[src/rtl/gcs_pkg.sv]
package gcs_pkg;
  typedef enum logic {
    MODE_RETRAIN = 1'b0,
    MODE_EXEC    = 1'b1
  } gcs_mode_e;
endpackage

[src/rtl/gcs_token_ring.sv]
module gcs_token_ring #(
  parameter int NUM_COLS = 8
) (
  input  logic                clk,
  input  logic                rst_n,
  input  logic                run_en,
  output logic [NUM_COLS-1:0] tok_q,
  output logic                sweep_done
);
  localparam logic [NUM_COLS-1:0] HEAD = NUM_COLS'(1);
  localparam int LAST = NUM_COLS - 1;

  logic [NUM_COLS-1:0] tok_d;
  logic idle;
  logic at_end;

  always_comb begin
    idle   = (tok_q == '0);
    at_end = tok_q[LAST];
    if (idle || at_end) begin
      tok_d = run_en ? HEAD : '0;
    end else begin
      tok_d = {tok_q[LAST-1:0], 1'b0};
    end
  end

  always_ff @(posedge clk or negedge rst_n) begin
    if (!rst_n) begin
      tok_q      <= '0;
      sweep_done <= 1'b0;
    end else begin
      tok_q      <= tok_d;
      sweep_done <= at_end;
    end
  end
endmodule

[src/rtl/gcs_gate_latch.sv]
module gcs_gate_latch #(
  parameter int NUM_COLS = 8
) (
  input  logic                clk,
  input  logic                rst_n,
  input  logic                gate_cap,
  input  logic [NUM_COLS-1:0] gate_dis,
  output logic [NUM_COLS-1:0] gate_q
);
  always_ff @(posedge clk or negedge rst_n) begin
    if (!rst_n) begin
      gate_q <= '0;
    end else if (gate_cap) begin
      gate_q <= gate_dis;
    end
  end
endmodule

[src/rtl/gcs_col_mask.sv]
module gcs_col_mask
  import gcs_pkg::*;
#(
  parameter int NUM_COLS = 8
) (
  input  gcs_mode_e           mode,
  input  logic [NUM_COLS-1:0] tok,
  input  logic [NUM_COLS-1:0] gate_q,
  output logic [NUM_COLS-1:0] col_sel
);
  for (genvar c = 0; c < NUM_COLS; c++) begin : g_col
    logic pass;
    assign pass       = (mode == MODE_EXEC) || !gate_q[c];
    assign col_sel[c] = tok[c] && pass;
  end
endmodule

[src/rtl/gated_col_scheduler.sv]
module gated_col_scheduler
  import gcs_pkg::*;
#(
  parameter int NUM_COLS = 8
) (
  input  logic                clk,
  input  logic                rst_n,
  input  logic                gate_cap,
  input  logic [NUM_COLS-1:0] gate_dis,
  input  logic                exec_mode,
  input  logic                run_en,
  output logic [NUM_COLS-1:0] col_sel,
  output logic                sweep_done
);
  logic [NUM_COLS-1:0] tok_q;
  logic [NUM_COLS-1:0] gate_q;
  gcs_mode_e           mode;

  assign mode = exec_mode ? MODE_EXEC : MODE_RETRAIN;

  gcs_token_ring #(.NUM_COLS(NUM_COLS)) u_ring (
    .clk        (clk),
    .rst_n      (rst_n),
    .run_en     (run_en),
    .tok_q      (tok_q),
    .sweep_done (sweep_done)
  );

  gcs_gate_latch #(.NUM_COLS(NUM_COLS)) u_latch (
    .clk      (clk),
    .rst_n    (rst_n),
    .gate_cap (gate_cap),
    .gate_dis (gate_dis),
    .gate_q   (gate_q)
  );

  gcs_col_mask #(.NUM_COLS(NUM_COLS)) u_mask (
    .mode    (mode),
    .tok     (tok_q),
    .gate_q  (gate_q),
    .col_sel (col_sel)
  );
endmodule

[config.mk]
export PLATFORM = sky130hd
export DESIGN_NAME = gated_col_scheduler
export DESIGN_NICKNAME = d
export VERILOG_FILES = /design/src/rtl/gcs_pkg.sv /design/src/rtl/gcs_token_ring.sv /design/src/rtl/gcs_gate_latch.sv /design/src/rtl/gcs_col_mask.sv /design/src/rtl/gated_col_scheduler.sv
export SDC_FILE = /design/constraint.sdc
export NUM_CORES = 1
export LEC_CHECK = 0
export ABC_AREA = 0
export BUFFER_PORTS_ARGS = -buffer_cell sky130_fd_sc_hd__clkbuf_2
export CELL_PAD_IN_SITES_DETAIL_PLACEMENT = 1
export CELL_PAD_IN_SITES_GLOBAL_PLACEMENT = 1
export CORE_MARGIN = 8
export CORE_UTILIZATION = 41
export DETAILED_ROUTE_END_ITERATION = 10
export GPL_ROUTABILITY_DRIVEN = 0
export PLACE_DENSITY = 0.79
export SYNTH_ARGS = -nofsm -noshare
export SYNTH_HDL_FRONTEND = slang
export SYNTH_SLANG_ARGS = --single-unit
[constraint.sdc]
create_clock -name clk -period 1.8 [get_ports clk]
set_input_delay 0.09 -clock clk [delete_from_list [all_inputs] [get_ports clk]]
set_output_delay 0.09 -clock clk [all_outputs]
set_load 0.005 [all_outputs]
Yosys cells after proc, flatten, opt, wreduce, memory -nomap -nowiden
Index checks and enable logic that the tools add are counted.

operators by class
  reduce and logical (&&, ||, !) cells = 26
  mux-type cells = 3
  $lt $le $gt $ge = 0
  bitwise logic cells = 0
  shift operators = 0
  divide/modulo/power cells = 0
  add/subtract/negate cells = 0
  multiply operators = 0
  equality and inequality tests = 0

operator list
  kind               number
  1-bit logical OR   9
  1-bit logical AND  8
  1-bit logical NOT  8
  8-bit logical NOT  1
  8-bit 2-to-1 mux   1
  1-bit 2-to-1 mux   2

storage, ports and cells
  bits in latches = 0
  register bits = 17
  memories kept = 0
  logic and storage cells = 32
  output and inout port bits = 9
  memory bits (writable) = 0
  bits in read-only memories = 0

Longest topological paths before layout
Gate-level depths: netlist of the first run.

  depth after elaboration = 3
  mapped depth = 2
  depth with buffers taken out = 2

Modules after synthesis
Synthesis of the first run repeated with hierarchy kept, for this count alone.

second synthesis, totals
  cell total of the unflattened synthesis = 45
  area total of the unflattened synthesis = 724.4 um2

by module, submodules not included
  module          cells an instance  times used  seq. area each (um2)  area each (um2)
  gcs_gate_latch  17                 1           200.2                 331.6
  gcs_token_ring  19                 1           225.2                 299.0
  gcs_col_mask    9                  1           0.0                   93.8

Least setup slack after synthesis of the first run
OpenSTA, ideal clock, no wires.

  path kind = flip-flop to flip-flop
  from = register u_ring.tok_q[6]
  to = register u_ring.tok_q[0]
  buffers on the path = 0
  cell stages (with the launch flop) = 3
  arrival = 0.757 ns
  slack = 0.977 ns
  required time = 1.734 ns
  library setup time = 0.066 ns
  cells stage by stage = dfrtp_1 > nor4b_2 > a22o_1

between the ends
  longest elaborated chain between the ends = 3

RTL lines
  item                    line                  RTL
  start, declared         gcs_token_ring.sv:7   output logic [NUM_COLS-1:0] tok_q,
  start signal, assigned  gcs_token_ring.sv:32  tok_q <= tok_d;
  8-bit logical NOT       gcs_token_ring.sv:18  idle = (tok_q == '0);
  1-bit logical OR        gcs_token_ring.sv:20  if (idle || at_end) begin
  8-bit 2-to-1 mux        gcs_token_ring.sv:20
  via u_ring.tok_d[0]     gcs_token_ring.sv:13  logic [NUM_COLS-1:0] tok_d;

The timed path passes the listed nets, and every way through them passes these cells.
A chain may end at the register's enable or synchronous reset.

Worst setup path in the final report of the first run
  from = register u_ring.tok_q[7]
  to = output port col_sel[7]

between the ends
  longest elaborated chain between the ends = 1

RTL lines
  item               line                       RTL
  1-bit logical AND  gcs_col_mask.sv:14         assign col_sel[c] = tok[c] && pass;
  end, declared      gated_col_scheduler.sv:12  output logic [NUM_COLS-1:0] col_sel,

No other way between the ends.

==> results of run 1 <==
-- cells in the mapped netlist --
library cell   n
dfrtp_1       17
a21boi_0       8
mux2_4         8
nor2b_1        7
a22o_1         1
buf_6          1
inv_1          1
nor4_2         1
nor4b_2        1
-- cell usage in the layout (no fill, tap or decap), drive strengths merged --
| master | count |
|---|---|
| clkbuf | 25 |
| dfrtp | 17 |
| a21boi | 8 |
| mux2 | 8 |
| nor2b | 7 |
| nor4 | 1 |
| nor4b | 1 |
| a22o | 1 |
| inv | 1 |
| dlygate4sd3 | 1 |
-- critical path, stage by stage (launching register included) --
cell	delay, ns
dfrtp_1	0.52
a21boi_0	0.23
clkbuf_2	0.14
-- per-stage QoR --
| stage | power (W) | instances | hold WS, ns |
|---|---|---|---|
| finish | 0.00107 | 87 | 0.0262 |
| global route | 0.00115 | 87 | 0.0122 |
| CTS | 0.00109 | 87 | 0.0178 |
| detailed placement | 0.000880 | 82 | 0.0471 |
| global placement | 0.000868 | 82 | 0.0368 |
| floorplan | 0.000743 | 45 | -0.206 |
-- repair_timing --
action | in CTS | in global routing
setup buffers | 0 | 0
hold buffers | 1 | 0
hold endpoints to repair | 17 | 0
-- per-layer routing --
layer / GRT usage, % / vias up
met5: 0 / -
met4: 5.36 / 0
met3: 5.16 / 2
met2: 14.8 / 21
met1: 10.8 / 231
li1: - / 206
-- path summary, 6_finish.rpt --
path,start,end,cells after the start
hold reg to reg,u_latch.gate_q[2],u_latch.gate_q[2],1
setup / recovery,u_ring.tok_q[7],col_sel[7],2
max in group asynchronous,rst_n,u_latch.gate_q[0],2
min in group asynchronous,rst_n,u_ring.tok_q[1],2
hold / removal,gate_dis[7],u_latch.gate_q[7],2
setup reg to reg,u_ring.tok_q[3],u_ring.tok_q[0],2
-- power by group through the flow --
stage / sequential [W] / combinational (W) / clock, W
3_3_place_gp: 0.000589 / 0.000279 / 0
6_report: 0.000585 / 0.000284 / 0.000203
2_1_floorplan: 0.000564 / 0.000180 / 0
4_1_cts: 0.000585 / 0.000293 / 0.000210
5_1_grt: 0.000601 / 0.000323 / 0.000227
3_5_place_dp: 0.000592 / 0.000288 / 0
-- cells by family (layout without fill, tap and decap cells) --
| logic type | Yosys count | count (layout) | share of synthesized area (%) |
|---|---|---|---|
| flops | 17 | 17 | 60.7 |
| compound gates | 9 | 9 | 9.82 |
| simple gates | 9 | 9 | 10.2 |
| mux | 8 | 8 | 17.1 |
| buf+inv | 2 | 27 | 2.14 |
-- sequential cells by signal (all words and copies together) (netlist names) --
name / count
u_ring.tok_q: 8
u_ring.sweep_done: 1
u_latch.gate_q: 8
-- layout make-up --
class,instances,area [um2],area share (%)
repair buffers,22,115,13.5
well taps,17,21.3,2.50
flip-flops and latches,17,425,49.9
multi-input cells,26,260,30.5
inverters,1,3.75,0.441
clock buffers,4,26.3,3.08
==> results.cfg, run 1 <==
[synthesis]
synth_top_area_share_pct = 60.7
synth_nets = 58
synthDistinctLibCells = 9
netlist.top_cell.by_area = dfrtp_1
yosys_warnings = 0
avgSynthCellArea_um2 = 15.6
synthesis.area_um2 = 701
syn_inst = 45
synth-seq-cells = 17
synth.top_cells.by_area = dfrtp_1, mux2_4, a21boi_0, nor2b_1, nor4b_2
synth-seq-area-share_pct = 60.7

[detailed_routing]
dr.max_layer_used = met4
viasPerCell = 5.29
dr_wl_met3_um = 132
drt_iter0_drc = 2
dr_wl_met2_um = 647
ant_nets = 0
first_pass_iters = 4
wl_per_cell_um = 16.2
dr_total_vias = 460
wl_met1_um = 621
drc = 0
drt-total-wl_mm = 1.41

[power_and_ir_drop]
ir_drop_mv = 0.511
cellPowerDensity_nw_per_um2 = 1260
leakage_nw = 0.444
clkPwrFrac_pct = 18.9
p_int_w = 0.000752
p_seq_share_pct = 54.6
swShare_pct = 29.8
power_switching_w = 0.000320
combPwrFrac_pct = 26.5

[timing]
fin_skew_ns = 0.00150
fin_crit_sh_pct = 70.9
finalMaxSlewViolations = 0
worst_pin_slew_ns = 0.420
max_slew_margin_pct = 72.0
setup_viol = 0
grt_setup_unrepaired = false
fmax_ghz = 0.784
layout_setup_ws_ns = 0.524
final_hold_viol_count = 0
final.setup.tns_ns = 0
fin_crit_ns = 1.28

[floorplan]
die_h_um = 57.3
die_w_um = 57.3
core-area_um2 = 1670
die-area_um2 = 3290
row_count = 15
start_util_pct = 41.9
pin_count = 22

[finish]
drive_gt1_share_pct = 48.6
final_util_pct = 51.0
diodes = 0
n_fill_cell = 187
finalNetCount = 84
final_area_um2 = 852
area_growth_pct = 21.6

[grt]
track_usage_pct = 9.78
globalRoute.totalOverflow = 0
grt_pass1_vias = 546
antenna_found_initial = 0
grt_max_degree = 18
grt_pass1_wl_mm = 2.49

[placement]
dpl_cell_area_um2 = 816
port_buffers = 21
post-place-ws_ns = 0.862

[min_path]
hold_path.class = input port to flip-flop

[clocking]
clk_pin_slew_ns = 0.10
clockBufferDepth = 2
tritoncts = done
h-tree-depth = 1
root_buffer = clkbuf_4
cts_repair_resize_count = 0
cts.sinks = 17
clock_latency_ns = 0.29
cts_buffers = 3

[setup_path]
crit_type = flip-flop to output port
required_ns = 1.71
critPathLaunchType = flip-flop
ff2ff_setup_slack_ns = 0.91
crit_fanout = 10
endpoint_kind = output port
cp_data_arrival_time_ns = 1.19

[run]
maxCapViolCount = 0

[outcome]
outcome = complete, no violations
Note: power is estimated with default switching activity, not from simulation.
==> run 2, diff against run 1 <==
- CORE_UTILIZATION: 41 -> 34
- PLACE_DENSITY: 0.79 -> 0.7
- clock period: 1.8 -> 1.15 ns (I/O delays scaled with it)
==> run 2 against run 1 <==
  * Sequential share of layout area fell by 6.9 points
  * Via count rose by 7.6%
  * Critical path depth did not move
  * Sequential power rose by 51%
  * Count of clock-buffer cells in the layout did not move
  * Power rose by 70%
  * Clock power rose by 53%
  * First-iteration DRC count fell by 50%
  * Die area rose by 15%
  * Routed wire length rose by 13%
  * Register-to-register slack got worse by 0.78 ns
  * Highest routed layer unchanged
  * Sequential cell count did not move
==> results.cfg, run 2 (synthesis results as in run 1) <==
[run]
maxCapViolCount = 0

[finish]
area_growth_pct = 41.4
n_fill_cell = 225
finalNetCount = 97
seqCellArea_um2 = 427
final_util_pct = 50.5
diodes = 0
multiInputGateArea_um2 = 268
final_area_um2 = 991
drive_gt1_share_pct = 50.6
layout_common_cells = clkbuf_2, dfrtp_1, dlygate4sd3_1
layout_commonest_cell = clkbuf_2
reg.largest.list = u_latch.gate_q: 8 flops, u_ring.tok_q: 8 flops, u_ring.sweep_done: 1 flops

[detailed_routing]
viasPerCell = 4.50
drc = 0
first_pass_iters = 2
drt-total-wl_mm = 1.60
dr_total_vias = 495
wl_per_cell_um = 14.5
drt_iter0_drc = 1
ant_nets = 0

[clocking]
cts.sinks = 17
clockBufferDepth = 2
clock_latency_ns = 0.28
root_buffer = clkbuf_4
clk_pin_slew_ns = 0.09
tritoncts = done
h-tree-depth = 1
cts_buffers = 3

[setup_path]
critPathLaunchType = flip-flop
crit_type = flip-flop to output port
crit_chain = a21boi_2 > clkbuf_2
cp_data_arrival_time_ns = 1.02
reg2reg_to = u_ring.tok_q[2]
r2r_cells = 4
ff2ff_setup_slack_ns = 0.13
slowest_stage = dfrtp_2
required_ns = 1.09
endpoint_kind = output port
crit_end = col_sel[7]
critPathLaunch = u_ring.tok_q[7]
r2r_start = u_ring.tok_q[7]
slowest_delay_ns = 0.44
crit_fanout = 5

[floorplan]
start_util_pct = 35.7
core-area_um2 = 1960
die-area_um2 = 3770
pin_count = 22
die_w_um = 61.4
die_h_um = 61.4
row_count = 16

[placement]
dpl.hpwl_mm = 1.14
post-place-ws_ns = 0.248
dpl_cell_area_um2 = 836
port_buffers = 21

[grt]
track_usage_pct = 10.3
grt_pass1_vias = 601
grt_pass1_wl_mm = 2.75
antenna_found_initial = 0
grt_max_degree = 18
globalRoute.totalOverflow = 0

[timing]
fin_crit_ns = 1.07
layout_setup_ws_ns = 0.0768
setup_viol = 0
final_hold_viol_count = 0
worst_pin_slew_ns = 0.412
fin_crit_sh_pct = 93.3
max_slew_margin_pct = 72.5
grt_setup_unrepaired = false
finalMaxSlewViolations = 0
final.setup.tns_ns = 0
fmax_ghz = 0.932
fin_skew_ns = 0.00320

[outcome]
outcome = complete, no violations

[power_and_ir_drop]
ir_drop_mv = 0.732
leakage_nw = 0.508
cellPowerDensity_nw_per_um2 = 1840

[min_path]
hold_path.class = input port to flip-flop
-- run 2: cell count changes in the layout (fill, tap and decap cells not counted), sizes merged --
cell         previous run  this run
buf                     0         5
dlygate4sd3             1         9
-- run 2: area by class of cell --
cell class	count	share of cell area [%]
repair buffers	35	23.5
multi-input cells	26	27.0
inverters	1	0.379
clock buffers	4	2.65
flip-flops and latches	17	43.1
well taps	27	3.41
-- run 2: layer usage --
metal	GRT usage, %	wire (um)	up-vias
li1	-	-	232
met1	11.8	691	241
met2	16.7	777	18
met3	2.51	101	4
met4	6.82	27	0
met5	0	0	-
-- run 2: worst min path at each step --
stage                         to  startpoint  cells past startpoint
2_1_floorplan  u_latch.gate_q[0]       rst_n                      0
3_3_place_gp   u_latch.gate_q[2]       rst_n                      1
3_5_place_dp   u_latch.gate_q[0]       rst_n                      1
4_1_cts          u_ring.tok_q[0]      run_en                      2
5_1_grt          u_ring.tok_q[0]      run_en                      2
6_report         u_ring.tok_q[0]      run_en                      2
-- run 2: stage by stage --
| stage | hold slack, ns | total power [W] | std cells |
|---|---|---|---|
| after global placement | 0.0114 | 0.00139 | 93 |
| after global routing | 0.0258 | 0.00197 | 110 |
| final | 0.0169 | 0.00182 | 110 |
| after floorplan | -0.238 | 0.00116 | 45 |
| after detailed placement | 0.0166 | 0.00141 | 93 |
| after CTS | 0.00540 | 0.00176 | 106 |
-- run 2: critical path: cells and delay by family (launching register included) --
family / cells / cell delay [ns]
AOI/OAI and AO/OA: 1 / 0.16
DFF: 1 / 0.44
buffers and inverters: 1 / 0.13
-- run 2: where the power goes --
part,switching (W),internal (W)
clock network,0.000175,0.000135
registers,0.000119,0.000765
logic,0.000227,0.000403
total,0.000521,0.00130
-- run 2: timing repair --
action                                  CTS  global route
endpoints found under the setup margin    2             7
hold buffers                              9             0
hold endpoints to repair                 25             0
cloned                                    0             0
buffers inserted                          0             4
resized for setup                         2             7
